--- src/rtl/kp_pkg.sv ---
package kp_pkg;
  typedef enum logic [1:0] {ST_SCAN, ST_DBNC, ST_HOLD} kp_state_e;

  // matrix position -> key code; miss for unpopulated positions
  function automatic logic [4:0] pos_to_code(input int unsigned pos);
    logic [4:0] r;
    if (pos < 9)        r = {1'b1, 4'(pos + 1)};
    else if (pos == 9)  r = 5'b1_1010;
    else if (pos == 10) r = 5'b1_0000;
    else if (pos == 11) r = 5'b1_1011;
    else if (pos == 12) r = 5'b1_1111;
    else                r = 5'b0_0000;
    return r;
  endfunction
endpackage

--- src/rtl/kp_row_scanner.sv ---
module kp_row_scanner #(
  parameter int ROWS = 5,
  localparam int RW = $clog2(ROWS)
) (
  input  logic            clk_i,
  input  logic            rst_ni,
  input  logic            adv_i,
  output logic [ROWS-1:0] row_no,
  output logic [RW-1:0]   row_idx_o
);
  logic [ROWS-1:0] row_q;
  logic [RW-1:0]   idx_q;

  always_ff @(posedge clk_i or negedge rst_ni) begin
    if (!rst_ni) begin
      row_q <= {1'b0, {(ROWS-1){1'b1}}};
      idx_q <= '0;
    end else if (adv_i) begin
      row_q <= {row_q[0], row_q[ROWS-1:1]};
      idx_q <= (idx_q == RW'(ROWS-1)) ? '0 : idx_q + 1'b1;
    end
  end

  assign row_no    = row_q;
  assign row_idx_o = idx_q;
endmodule

--- src/rtl/kp_dbnc_timer.sv ---
module kp_dbnc_timer #(
  parameter int PRESET = 10000,
  localparam int CW = $clog2(PRESET + 1)
) (
  input  logic          clk_i,
  input  logic          rst_ni,
  input  logic          preset_i,
  output logic          done_o,
  output logic [CW-1:0] cnt_o
);
  logic [CW-1:0] cnt_q;

  always_ff @(posedge clk_i or negedge rst_ni) begin
    if (!rst_ni)             cnt_q <= CW'(PRESET);
    else if (preset_i)       cnt_q <= CW'(PRESET);
    else if (cnt_q != '0)    cnt_q <= cnt_q - 1'b1;
  end

  assign done_o = !preset_i && (cnt_q == '0);
  assign cnt_o  = cnt_q;
endmodule

--- src/rtl/kp_code_lut.sv ---
module kp_code_lut #(
  parameter int COLS = 3,
  parameter int RW   = 3,
  parameter int CIW  = 2
) (
  input  logic [RW-1:0]  row_idx_i,
  input  logic [CIW-1:0] col_idx_i,
  output logic [3:0]     code_o,
  output logic           hit_o
);
  logic [4:0] ent;

  always_comb begin
    ent    = kp_pkg::pos_to_code(int'(row_idx_i) * COLS + int'(col_idx_i));
    hit_o  = ent[4];
    code_o = ent[3:0];
  end
endmodule

--- src/rtl/keypad_scanner.sv ---
module keypad_scanner #(
  parameter int ROWS        = 5,
  parameter int COLS        = 3,
  parameter int SCAN_DIV    = 64,
  parameter int DBNC_PRESET = 10000,
  localparam int RW  = $clog2(ROWS),
  localparam int CIW = $clog2(COLS),
  localparam int DW  = $clog2(SCAN_DIV),
  localparam int CW  = $clog2(DBNC_PRESET + 1)
) (
  input  logic            clk_i,
  input  logic            rst_ni,
  input  logic [COLS-1:0] col_ni,
  output logic [ROWS-1:0] row_no,
  output logic            key_valid_o,
  output logic [3:0]      key_code_o
);
  import kp_pkg::*;

  // dwell must cover the two-flop column lag
  initial if (SCAN_DIV < 3) $error("SCAN_DIV must be at least 3");

  kp_state_e       state_q;
  logic [COLS-1:0] col_m, col_s;
  logic [DW-1:0]   div_q;
  logic [CIW-1:0]  col_q, low_idx;
  logic [RW-1:0]   row_idx;
  logic            any_low, eval, adv, dbnc_done, lut_hit;
  logic [3:0]      lut_code;
  logic [CW-1:0]   dbnc_cnt;
  logic            valid_q;
  logic [3:0]      code_q;

  always_ff @(posedge clk_i or negedge rst_ni) begin
    if (!rst_ni) begin
      col_m <= '1;
      col_s <= '1;
    end else begin
      col_m <= col_ni;
      col_s <= col_m;
    end
  end

  assign any_low = ~&col_s;

  always_comb begin
    low_idx = '0;
    for (int c = COLS - 1; c >= 0; c--)
      if (!col_s[c]) low_idx = CIW'(c);
  end

  assign eval = (state_q == ST_SCAN) && (div_q == DW'(SCAN_DIV - 1));
  assign adv  = eval && !any_low;

  always_ff @(posedge clk_i or negedge rst_ni) begin
    if (!rst_ni)                div_q <= '0;
    else if (state_q != ST_SCAN) div_q <= '0;
    else if (eval)              div_q <= '0;
    else                        div_q <= div_q + 1'b1;
  end

  kp_row_scanner #(.ROWS(ROWS)) u_rows (
    .clk_i     (clk_i),
    .rst_ni    (rst_ni),
    .adv_i     (adv),
    .row_no    (row_no),
    .row_idx_o (row_idx)
  );

  kp_dbnc_timer #(.PRESET(DBNC_PRESET)) u_dbnc (
    .clk_i    (clk_i),
    .rst_ni   (rst_ni),
    .preset_i (state_q != ST_DBNC),
    .done_o   (dbnc_done),
    .cnt_o    (dbnc_cnt)
  );

  kp_code_lut #(.COLS(COLS), .RW(RW), .CIW(CIW)) u_lut (
    .row_idx_i (row_idx),
    .col_idx_i (col_q),
    .code_o    (lut_code),
    .hit_o     (lut_hit)
  );

  always_ff @(posedge clk_i or negedge rst_ni) begin
    if (!rst_ni) begin
      state_q <= ST_SCAN;
      col_q   <= '0;
      valid_q <= 1'b0;
      code_q  <= '0;
    end else begin
      valid_q <= 1'b0;
      unique case (state_q)
        ST_SCAN: if (eval && any_low) begin
          col_q   <= low_idx;
          state_q <= ST_DBNC;
        end
        ST_DBNC: if (dbnc_done) begin
          if (!col_s[col_q]) begin
            state_q <= ST_HOLD;
            if (lut_hit) begin
              valid_q <= 1'b1;
              code_q  <= lut_code;
            end
          end else begin
            state_q <= ST_SCAN;  // bounce
          end
        end
        ST_HOLD: if (&col_s) state_q <= ST_SCAN;
        default: state_q <= ST_SCAN;
      endcase
    end
  end

  assign key_valid_o = valid_q;
  assign key_code_o  = code_q;
endmodule

--- config.mk ---
export PLATFORM = sky130hd
export DESIGN_NAME = keypad_scanner
export DESIGN_NICKNAME = d
export VERILOG_FILES = /design/src/rtl/kp_pkg.sv /design/src/rtl/kp_row_scanner.sv /design/src/rtl/kp_dbnc_timer.sv /design/src/rtl/kp_code_lut.sv /design/src/rtl/keypad_scanner.sv
export SDC_FILE = /design/constraint.sdc
export NUM_CORES = 1
export LEC_CHECK = 0
export ABC_AREA = 0
export BUFFER_PORTS_ARGS = -buffer_cell sky130_fd_sc_hd__buf_2
export CORE_MARGIN = 8
export CORE_UTILIZATION = 60
export DETAILED_ROUTE_END_ITERATION = 8
export PLACE_DENSITY = 0.79
export SETUP_SLACK_MARGIN = 0.1
export SYNTH_ARGS = -nofsm -noshare
export SYNTH_HDL_FRONTEND = slang
export SYNTH_HIERARCHICAL = 1
export SYNTH_SLANG_ARGS = --single-unit
--- constraint.sdc ---
create_clock -name clk_i -period 4.4 [get_ports clk_i]
set_clock_uncertainty 0.1 [all_clocks]
set_input_delay 0.44 -clock clk_i [delete_from_list [all_inputs] [get_ports clk_i]]
set_output_delay 0.44 -clock clk_i [all_outputs]
set_load 0.005 [all_outputs]
Word-level counts from Yosys, hierarchy flattened
Cells that the tools add are included.
{ "totals": {"register_bits": 43, "elab_cells": 70} }
{ "op_classes": {"add_sub_neg": 5, "multipliers": 1, "magnitude_cmp": 2, "eq_ne": 12, "muxes": 24, "n_bitwise": 1, "reduce_logical": 15} }
{ "ops": {"columns": ["cell", "count"], "rows": [
  ["32-bit by 4-bit equality test with 1-bit output, second input constant", 4],
  ["32-bit by 4-bit < comparator with 1-bit output, second input constant", 1],
  ["14-bit 2-to-1 mux", 2],
  ["5-bit 2-to-1 mux", 5],
  ["14-bit logical NOT", 1],
  ["2-bit 2-to-1 mux", 7],
  ["14-bit nonzero test", 1],
  ["14-bit by 1-bit subtractor with 14-bit output, second input constant", 1],
  ["6-bit 2-to-1 mux", 2],
  ["5-bit by 2-bit adder with 6-bit output", 1],
  ["6-bit by 1-bit adder with 6-bit output, second input constant", 1],
  ["6-bit equality test, second input constant", 1],
  ["2-bit one-hot mux with 3 select lines", 1],
  ["3-bit AND reduction", 2],
  ["3-bit by 2-bit multiplier with 5-bit output, second input constant", 1],
  ["1-bit 2-to-1 mux", 5],
  ["4-bit by 1-bit adder with 4-bit output, second input constant", 1],
  ["1-bit logical AND", 4],
  ["2-bit by 1-bit != test with 1-bit output, second input constant", 2],
  ["2-bit != test, second input constant", 2],
  ["4-bit AND reduction", 1],
  ["2-bit nonzero test", 2],
  ["3-bit by 1-bit adder with 3-bit output, second input constant", 1],
  ["3-bit equality test, second input constant", 1],
  ["other kinds (9)", 10]
]} }

Longest topological paths before layout
Gate-level depths: netlist of run 1.
{ "logic_depth": {"ltp_word": 12, "mapped_depth": 13, "ltp_nobuf": 13} }

Modules after synthesis
Netlist of run 1, hierarchy kept.
{ "by_module_without_submodules": {"columns": ["mod", "n_inst", "cells_per_inst", "area_each_um2"], "rows": [
  ["keypad_scanner", 1, 70, 863.3],
  ["kp_dbnc_timer", 1, 83, 787.0],
  ["kp_code_lut", 1, 52, 394.1],
  ["kp_row_scanner", 1, 27, 360.3]
]} }

Worst setup path before layout of run 1
OpenSTA, ideal clock, no wires.
{ "synth_path": {"kind": "register to register", "start": "register u_rows.idx_q[0] (netlist: u_rows/row_idx_o[0])", "end": "register code_q[0] (netlist: key_code_o[0])", "setup_time_ns": 0.125, "arrival_ns": 3.113, "setup_slack_ns": 1.062, "path_stages_with_launch": 12, "path_buffers": 0, "synth_period_minus_slack_ns": 3.338, "cell_sequence": "dfrtp_1 > inv_1 > fa_1 > inv_1 > ha_1 > fa_1 > mux2_2 > a21oi_1 > o21ai_0 > and4b_2 > o211ai_1 > mux2_2"} }
{ "synth_between": {"elab_chain_len": 9, "elab_cells_between_ends": 14, "classes_between": "add/sub (2); mul (1); order compare (1); eq/ne (4); mux (5); reduce/logical (1)"} }
{ "synth_lines": {"columns": ["item", "line", "source"], "rows": [
  ["start: declaration", "kp_row_scanner.sv:12", "logic [RW-1:0] idx_q;"],
  ["start signal: assignment", "kp_row_scanner.sv:20", "idx_q <= (idx_q == RW'(ROWS-1)) ? '0 : idx_q + 1'b1;"],
  ["3-bit by 2-bit multiplier with 5-bit output *", "kp_code_lut.sv:14", "ent = kp_pkg::pos_to_code(int'(row_idx_i) * COLS + int'(col_idx_i));"],
  ["5-bit by 2-bit adder with 6-bit output *", "kp_code_lut.sv:14", null],
  ["branches (longest 5 deep; another with 32-bit by 4-bit < comparator with 1-bit output)", null, null],
  ["5-bit 2-to-1 mux *", "kp_pkg.sv:7", "if (pos < 9) r = {1'b1, 4'(pos + 1)};"],
  ["via lut_hit", "keypad_scanner.sv:28", "logic any_low, eval, adv, dbnc_done, lut_hit;"],
  ["4-bit AND reduction (no source line) *", null, null],
  ["end signal: assignment", "keypad_scanner.sv:103", "code_q <= lut_code;"],
  ["end: declaration", "keypad_scanner.sv:32", "logic [3:0] code_q;"]
]} }
Mark *: on every way through the listed nets, which the timed path passes.
A chain may end at the register's enable or synchronous reset.

Final worst setup path of run 1
{ "layout_path": {"start": "register u_rows.idx_q[0] (netlist: u_rows/row_idx_o[0])", "end": "register code_q[3] (netlist: key_code_o[3])"} }
Same word-level chain as after synthesis.

==> results of run 1 <==
-- where the power goes --
part / internal [mW] / switching [mW] / leakage, nW / total (mW)
combinational: 0.00197 / 0.00870 / 0.602 / 0.0107
clock: 0.114 / 0.146 / 0.0408 / 0.260
sequential: 0.400 / 0.00227 / 0.534 / 0.403
total: 0.516 / 0.157 / 1.18 / 0.673
-- synth_stat cells, types with 2 or more instances --
master,number,area share
dfrtp_1,28,0.29
nor2_1,17,0.027
inv_1,16,0.025
dfstp_2,15,0.16
nand2_1,15,0.023
ha_1,14,0.073
a21oi_1,13,0.027
mux2_2,10,0.047
o21ai_0,9,0.019
nor3_1,7,0.015
nand2b_1,6,0.016
or3_1,6,0.016
mux2i_1,5,0.021
nand3_1,5,0.010
nor2b_1,5,0.013
nand3b_1,4,0.012
nor4_1,4,0.010
or2b_1,4,0.012
o211ai_1,3,0.0094
or4_1,3,0.0094
xnor2_1,3,0.011
xor2_1,3,0.011
a211oi_1,2,0.0062
a2bb2oi_1,2,0.0073
a31o_2,2,0.0073
and3_1,2,0.0052
buf_6,2,0.0094
fa_1,2,0.017
o21ai_1,2,0.0042
o31ai_1,2,0.0062
-- final timing paths --
path	cells after the start	endpoint
worst min register to register	0	col_s[2]
worst max register to register	11	key_code_o[3]
worst min-delay path	1	col_m[2]
worst max-delay path	11	key_code_o[3]
min in group asynchronous	1	u_dbnc/cnt_o[12]
max in group asynchronous	1	div_q[5]
-- layout make-up --
type / count / area, um^2
multi-input combinational: 169 / 1220
clock buffer: 5 / 68.8
fill: 311 / 1340
inverter: 16 / 60.1
tap: 50 / 62.6
sequential: 43 / 1090
timing repair buffer: 15 / 77.6
clock inverter: 3 / 23.8
-- placed cells by master (no fill, tap or decap), types with 3 or more instances in the layout --
cell type / netlist / routed
mux2i_1: 5 / 5
o211ai_1: 3 / 3
xor2_1: 3 / 3
dfstp_2: 15 / 15
buf_2: 0 / 14
nor3_1: 7 / 7
mux2_2: 10 / 10
ha_1: 14 / 14
inv_1: 16 / 16
nand2b_1: 6 / 6
or3_1: 6 / 6
a21oi_1: 13 / 13
dfrtp_1: 28 / 28
nor2b_1: 5 / 5
nand3b_1: 4 / 4
or4_1: 3 / 3
o21ai_0: 9 / 9
or2b_1: 4 / 4
nand3_1: 5 / 5
nor4_1: 4 / 4
clkbuf_8: 0 / 5
xnor2_1: 3 / 3
nor2_1: 17 / 17
nand2_1: 15 / 15
-- layer usage --
metal  track usage  vias to the layer above  share of wire
met4        0.0537                        0          0.011
met5             0                        -              0
met1         0.178                      833           0.45
met3        0.0395                        4          0.045
met2         0.247                       35           0.50
li1              -                      862              -
-- worst max-delay path, cell delays in order, from the launching register on --
cell and delay, ns:
dfrtp_1 0.45, inv_1 0.10, fa_1 0.53, inv_1 0.04, ha_1 0.21, fa_1 0.65, mux2_2 0.40, a21oi_1 0.13
o21ai_0 0.08, and4b_2 0.22, o211ai_1 0.22, mux2_2 0.39
-- state kept, by name (all words and copies together), names as in the netlist --
signal,count
col_s,3
u_dbnc/cnt_o,14
state_q,2
col_m,3
u_rows/row_no,5
div_q,6
key_code_o,4
key_valid_o,1
col_q,2
u_rows/row_idx_o,3
-- cell families (layout without fill, tap and decap cells) --
kind of cell,after synthesis,in the layout,share of synthesized area
adders and majority gates,16,16,0.0895
buffers and inverters,20,39,0.0375
and+or+nand+nor,90,90,0.214
muxes,15,15,0.0676
xor gates and xnor gates,6,6,0.0219
DFF,43,43,0.455
AOI/OAI and AO/OA,42,42,0.114
==> results.toml, run 1 <==
[run_status]
status = "finished clean"

[final_layout]
nNetsFinal = 271
final_util = 0.661
antennaDiodeCount = 0
final_cells = 301
syn_to_final_growth_pct = 8.43
stdcell_area_um2 = 2610
drive_gt1_frac = 0.219

[power_and_ir_drop]
peakVddDrop_mv = 0.195
power_mw = 0.673
p_per_area_nw_per_um2 = 258
leakage_nw = 1.18

[clock_tree]
cts_tree = "done"
clockRootBuffer = "clkbuf_8"
cts-buffers-inserted = 5
clock-sinks = 43
clock_path_buffers = 2
cts_resized = 0
hold_buffers = 0
path_clk_slew_ns = 0.09
clock_latency_ns = 0.30
postCtsSetupRepairBufs = 0
htreeDepth = 2

[floorplanning]
dieWidth_um = 79.3
die_area_um2 = 6290
io_pins = 15
die_h_um = 79.3
floorplan.initialDensity = 0.610
coreArea_um2 = 3940
rows = 23

[sta]
worst_pin_slew_ns = 0.925
finalSetupTns_ns = 0
setup_viol = 0
min_period_ns = 3.64
drv_slew = 0
fmax_mhz = 275
finalCritPeriodShare = 0.827
rsz0062_at_grt = "no"
hold_viol_final = 0
slew_headroom = 0.383
whs_ns = 0.132
setup_slack_ns = 0.760

[synthesis]
synth_edf_count = 0
synth_cells = 232
syn_area_um2 = 2400
ys_ff_latch = 43
async_reset_ff_frac = 1.00
avgSynthCellArea_um2 = 10.4
ys_dominant_reg_cell = "dfrtp_1"
ys_types = 51
synth_nets = 253
synth_warnings = 6
seq_area_frac_synth = 0.455

[grt]
grt_use_total = 0.148
grt_pass1_vias = 1653
grt_antenna_before_repair = 0
grt_pass1_wl_mm = 7.45
grt_overflow_total = 0
grt_max_degree = 44

[setup_path]
cp.required_ns = 4.49
worst_setup_path_end_kind = "register"
arrival_ns = 3.73
worstSetupStartpointType = "register"
crit_fanout = 8
crit_start = "u_rows/row_idx_o[0]"
critPathKind = "reg2reg"
ff2ff_setup_slack_ns = 0.76
r2r_start = "u_rows/row_idx_o[0]"

[placement]
post-dp-hpwl_mm = 3.13
gp_congestion = 0.867
dp_cells = 293
post-place-ws_ns = 0.776
dpl-instance-area_um2 = 2510
io_buffers = 14

[route]
routed_wl_mm = 4.27
wl_per_cell_um = 14.2
drtPass1Iterations = 4
via_per_inst = 5.76
num_vias = 1734
drc = 0
drt-initial-drc-count = 68
ant_nets = 0

[min_path]
hp-start = "col_ni[2]"
min_path_type = "in2reg"

[job]
drv_cap = 0
Power figures use the tool's default switching activity.
==> inputs of run 2 (changes only) <==
Settings changed: ABC_AREA 0 to 1, CORE_UTILIZATION 60 to 55, PLACE_DENSITY 0.79 to 0.76.
Clock period 4.4 ns to 3.1 ns, I/O delays scaled along.
==> results.toml, run 2 <==
[setup_path]
critPathKind = "reg2reg"
worstSetupStartpointType = "register"
worst_setup_path_end_kind = "register"
crit_fanout = 5
arrival_ns = 2.92
cp.required_ns = 3.19

[job]
drv_cap = 0

[grt]
grt_max_degree = 44
grt_pass1_wl_mm = 8.70
grt_pass1_vias = 2080
grt_antenna_before_repair = 0
grt_use_total = 0.145
grt_overflow_total = 0

[route]
drc = 0
drt-initial-drc-count = 132
via_per_inst = 5.04
ant_nets = 0
drtPass1Iterations = 4
num_vias = 2001
routed_wl_mm = 4.83
wl_per_cell_um = 12.2

[power_and_ir_drop]
power_frac_seq = 0.514
power_frac_comb = 0.018
clkPwrFrac = 0.467
p_per_area_nw_per_um2 = 386
peakVddDrop_mv = 0.258
cell_internal_pwr_mw = 0.895
leakage_nw = 1.46
p_sw_frac = 0.193
p_sw_mw = 0.214

[final_layout]
antennaDiodeCount = 0
nFillCells = 345
final_util = 0.651
nNetsFinal = 365
drive_gt1_frac = 0.235
largest_reg_flops = 14
final_cell_mix = "nand2_1, inv_1, nor2_1, dfrtp_1, nand3_1"
syn_to_final_growth_pct = 13.0
stdcell_area_um2 = 2870
layout_commonest_cell = "nand2_1"

[synthesis]
ys_dominant_reg_cell = "dfrtp_1"
yosys.area_share.simple = 0.327
synth_top_area_frac = 0.275
ys_ff_latch = 43
synth_warnings = 6
synthTopCellsByArea = "dfrtp_1, dfstp_2, nand2_1"
synth_nets = 339
syn_area_um2 = 2540
yosys.area.top_type = "dfrtp_1"
synthXorXnorAreaFrac = 0.0103
synth_top_family_by_area = "simple AND/OR/NAND/NOR gates"
ys_types = 33
synth_common_cells = "nand2_1, inv_1, nor2_1"
synth-compound-area-share = 0.0512
synth_edf_count = 0
synth_fa_ha_area_frac = 0.0846
yosysMostFrequentCell = "nand2_1"
synth_cells = 318
avgSynthCellArea_um2 = 8.00
async_reset_ff_frac = 1.00
synth_mux_area_frac = 0
seq_area_frac_synth = 0.430

[sta]
fmax_mhz = 354
setup_viol = 0
worst_pin_slew_ns = 0.933
min_period_ns = 2.82
finalCritPeriodShare = 0.911
rsz0062_at_grt = "yes"
drv_slew = 0
slew_headroom = 0.378
hold_viol_final = 0
finalSetupTns_ns = 0

[placement]
dpl-instance-area_um2 = 2650
post-dp-hpwl_mm = 3.45
io_buffers = 14
gp_congestion = 0.831

[floorplanning]
die_area_um2 = 7060
coreArea_um2 = 4410
rows = 24
die_h_um = 84.0
dieWidth_um = 84.0
io_pins = 15
floorplan.initialDensity = 0.576

[clock_tree]
htreeDepth = 2
clock_latency_ns = 0.29
clock-sinks = 43
clockRootBuffer = "clkbuf_8"
path_clk_slew_ns = 0.08
clock_path_buffers = 2
cts-buffers-inserted = 5
cts_tree = "done"

[min_path]
min_path_type = "in2async"

[run_status]
status = "finished clean"
-- run 2: changes by cell type after synthesis, moves of 6 or more --
| cell | before | now |
|---|---|---|
| nand2_1 | 15 | 72 |
| inv_1 | 16 | 52 |
| nand3_1 | 5 | 26 |
| nor2_1 | 17 | 35 |
| mux2_2 | 10 | 0 |
| nand2_2 | 0 | 8 |
| nand4_1 | 1 | 9 |
| nand2b_1 | 6 | 0 |
| nor3_1 | 7 | 1 |
| or3_1 | 6 | 0 |
-- run 2: stage by stage --
stage          worst slack [ns]  std cells  hold slack (ns)  power (mW)
2_1_floorplan             0.285        318          -0.0856       0.584
3_3_place_gp              0.180        381            0.246       0.598
3_5_place_dp             0.0387        381            0.247       0.599
4_1_cts                   0.165        394           0.0835        1.12
5_1_grt                  0.0902        397            0.123        1.15
6_report                  0.276        397           0.0467        1.11
-- run 2: kinds of logic after synthesis --
logic type / Yosys count
AOI/OAI and AO/OA: 24
xor gates and xnor gates: 3
adders and majority gates: 16
and+or+nand+nor: 171
buffers and inverters: 61
DFF: 43
-- run 2: critical path, cell delays in order, from the launching register on --
cell,delay (ns)
dfrtp_1,0.36
inv_1,0.06
fa_1,0.54
inv_1,0.05
ha_2,0.20
fa_2,0.49
inv_2,0.10
nand4_1,0.12
nor2_1,0.19
nor2_4,0.05
nand3b_1,0.08
nand2_1,0.06
inv_2,0.11
nand3_4,0.10
nand2_1,0.07
nand2_1,0.04
-- run 2: timing repair --
item	in CTS	in global routing
buffers inserted	2	3
hold endpoints to repair	3	0
setup endpoints to repair	5	5
pin swaps	0	3
resized for setup	1	6
hold buffers	3	0
-- run 2: worst paths after layout --
check | depth (start not counted) | endpoint | startpoint | slack, ns
setup / recovery | 15 | key_code_o[1] | u_rows/row_idx_o[0] | 0.28
hold / removal | 1 | key_code_o[2] | rst_ni | 0.05
setup reg to reg | 15 | key_code_o[1] | u_rows/row_idx_o[0] | 0.28
hold reg to reg | 0 | col_s[2] | col_m[2] | 0.26
max in group asynchronous | 1 | div_q[1] | rst_ni | 2.27
min in group clk_i | 0 | col_s[2] | col_m[2] | 0.26
-- run 2: routing by layer --
metal,share of wire,up-vias,GRT usage
li1,-,1042,-
met1,0.47,906,0.169
met2,0.47,41,0.245
met3,0.041,12,0.0391
met4,0.018,0,0.0549
met5,0,-,0
-- run 2: final cells by class --
cell class	instances	area, um^2	share of cell area
Inverter	58	219	0.0762
Sequential cell	43	1090	0.381
Timing Repair Buffer	22	138	0.0479
Clock inverter	3	67.6	0.0235
Multi-Input combinational cell	214	1220	0.425
Tap cell	52	65.1	0.0226
Clock buffer	5	68.8	0.0239
-- run 2: power by group through the flow --
| stage | registers [mW] | clock network [mW] | logic (mW) |
|---|---|---|---|
| CTS | 0.570 | 0.533 | 0.0214 |
| global route | 0.571 | 0.559 | 0.0236 |
| detailed placement | 0.581 | 0 | 0.0185 |
| floorplan | 0.580 | 0 | 0.00422 |
| finish | 0.571 | 0.518 | 0.0204 |
| global placement | 0.580 | 0 | 0.0179 |
==> inputs of run 3 (changes only) <==
Settings changed: PLACE_DENSITY 0.76 to 0.84.
==> results.toml, run 3 (same netlist as run 2, synthesis figures left out) <==
[route]
routed_wl_mm = 4.65
ant_nets = 0
num_vias = 2020
drc = 0
drt-initial-drc-count = 92
drt-met1-wl_mm = 2.05
via_per_inst = 5.10
drtPass1Iterations = 4
wl_per_cell_um = 11.7
routed-wl-met2_mm = 2.32
top_layer = "met4"
met3_wirelength_um = 200

[power_and_ir_drop]
p_per_area_nw_per_um2 = 369
leakage_nw = 1.46
peakVddDrop_mv = 0.316

[floorplanning]
dieWidth_um = 84.0
io_pins = 15
die_h_um = 84.0
floorplan.initialDensity = 0.576
die_area_um2 = 7060
rows = 24
coreArea_um2 = 4410

[clock_tree]
clock-sinks = 43
clock_latency_ns = 0.30
clock_path_buffers = 2
cts_tree = "done"
clockRootBuffer = "clkbuf_8"
htreeDepth = 2
cts-buffers-inserted = 5
path_clk_slew_ns = 0.08

[grt]
grt_pass1_vias = 1948
grt_use_total = 0.135
grt_max_degree = 44
grt_overflow_total = 0
grt_pass1_wl_mm = 8.02
grt_antenna_before_repair = 0

[sta]
setup_viol = 0
worst_pin_slew_ns = 0.909
whs_ns = 0.0390
finalSetupTns_ns = 0
fmax_mhz = 352
min_period_ns = 2.84
slew_headroom = 0.394
drv_slew = 0
hold_viol_final = 0
setup_slack_ns = 0.256
finalCritPeriodShare = 0.917
rsz0062_at_grt = "no"

[placement]
post-dp-hpwl_mm = 3.51
gp_congestion = 0.935
io_buffers = 14
post-place-ws_ns = 0.0211
dp_cells = 382

[setup_path]
critPathKind = "reg2reg"
r2r_cells = 16
crit_fanout = 5
cp.required_ns = 3.19
arrival_ns = 2.94
worst_setup_path_end_kind = "register"
worstSetupStartpointType = "register"

[final_layout]
final_cell_mix = "nand2_1, inv_1, nor2_1, dfrtp_1, nand3_1"
largest_reg_flops = 14
drive_gt1_frac = 0.224
nNetsFinal = 364
antennaDiodeCount = 0
layout_commonest_cell = "nand2_1"
syn_to_final_growth_pct = 12.2
final_cells = 396
nFillCells = 356

[min_path]
min_path_type = "in2async"

[run_status]
status = "finished clean"

[job]
drv_cap = 0
[run 3: final cells by class]
cell class              instances  area (um^2)  share of cell area
clock inverters                 2         38.8              0.0136
well taps                      52         65.1              0.0228
clock buffers                   6         82.6              0.0289
inverters                      58          219              0.0767
flip-flops and latches         43         1090               0.384
repair buffers                 21          130              0.0456
multi-input cells             214         1220               0.429
[run 3: power breakdown]
part           internal, mW  switching [mW]  leakage (nW)
Sequential            0.568         0.00224         0.534
Combinational       0.00564          0.0144         0.859
Clock                 0.265           0.197        0.0618
Total                 0.839           0.214          1.46
[run 3: per-layer routing]
layer,GRT usage,vias to the layer above
met2,0.236,36
met1,0.145,939
met3,0.0430,9
li1,-,1036
met5,0,-
met4,0.0581,0
[run 3: critical path, stage by stage, from the launching register on]
cell,delay (ns)
dfrtp_1,0.35
inv_1,0.06
fa_1,0.54
inv_1,0.06
ha_4,0.17
fa_2,0.59
inv_2,0.06
nand2_2,0.06
nand3_2,0.08
nand2_2,0.08
inv_2,0.06
nor2_4,0.11
nand3b_1,0.09
nand2_1,0.09
inv_2,0.06
nand4_1,0.10
nand2_1,0.06
[run 3: stage by stage]
step / area (um^2) / utilization / power (mW)
global placement: 2660 / 0.603 / 0.599
detailed placement: 2660 / 0.603 / 0.599
global route: 2850 / 0.647 / 1.08
CTS: 2820 / 0.639 / 1.07
floorplan: 2540 / - / 0.584
finish: 2850 / 0.647 / 1.05
[run 3: path summary, 6_finish.rpt]
kind	startpoint	slack [ns]	endpoint
setup / recovery	u_rows/row_idx_o[0]	0.26	key_code_o[3]
max in group asynchronous	rst_ni	2.30	div_q[2]
hold reg to reg	col_m[0]	0.26	col_s[0]
setup reg to reg	u_rows/row_idx_o[0]	0.26	key_code_o[3]
hold / removal	rst_ni	0.04	key_code_o[2]
min in group clk_i	col_m[0]	0.26	col_s[0]
[run 3: what timing repair did]
item	4_1_cts	5_1_grt
pin swaps	0	3
buffers inserted	1	2
hold buffers	3	0
endpoints found under the setup margin	5	5
resized for setup	1	4
hold endpoints to repair	3	0
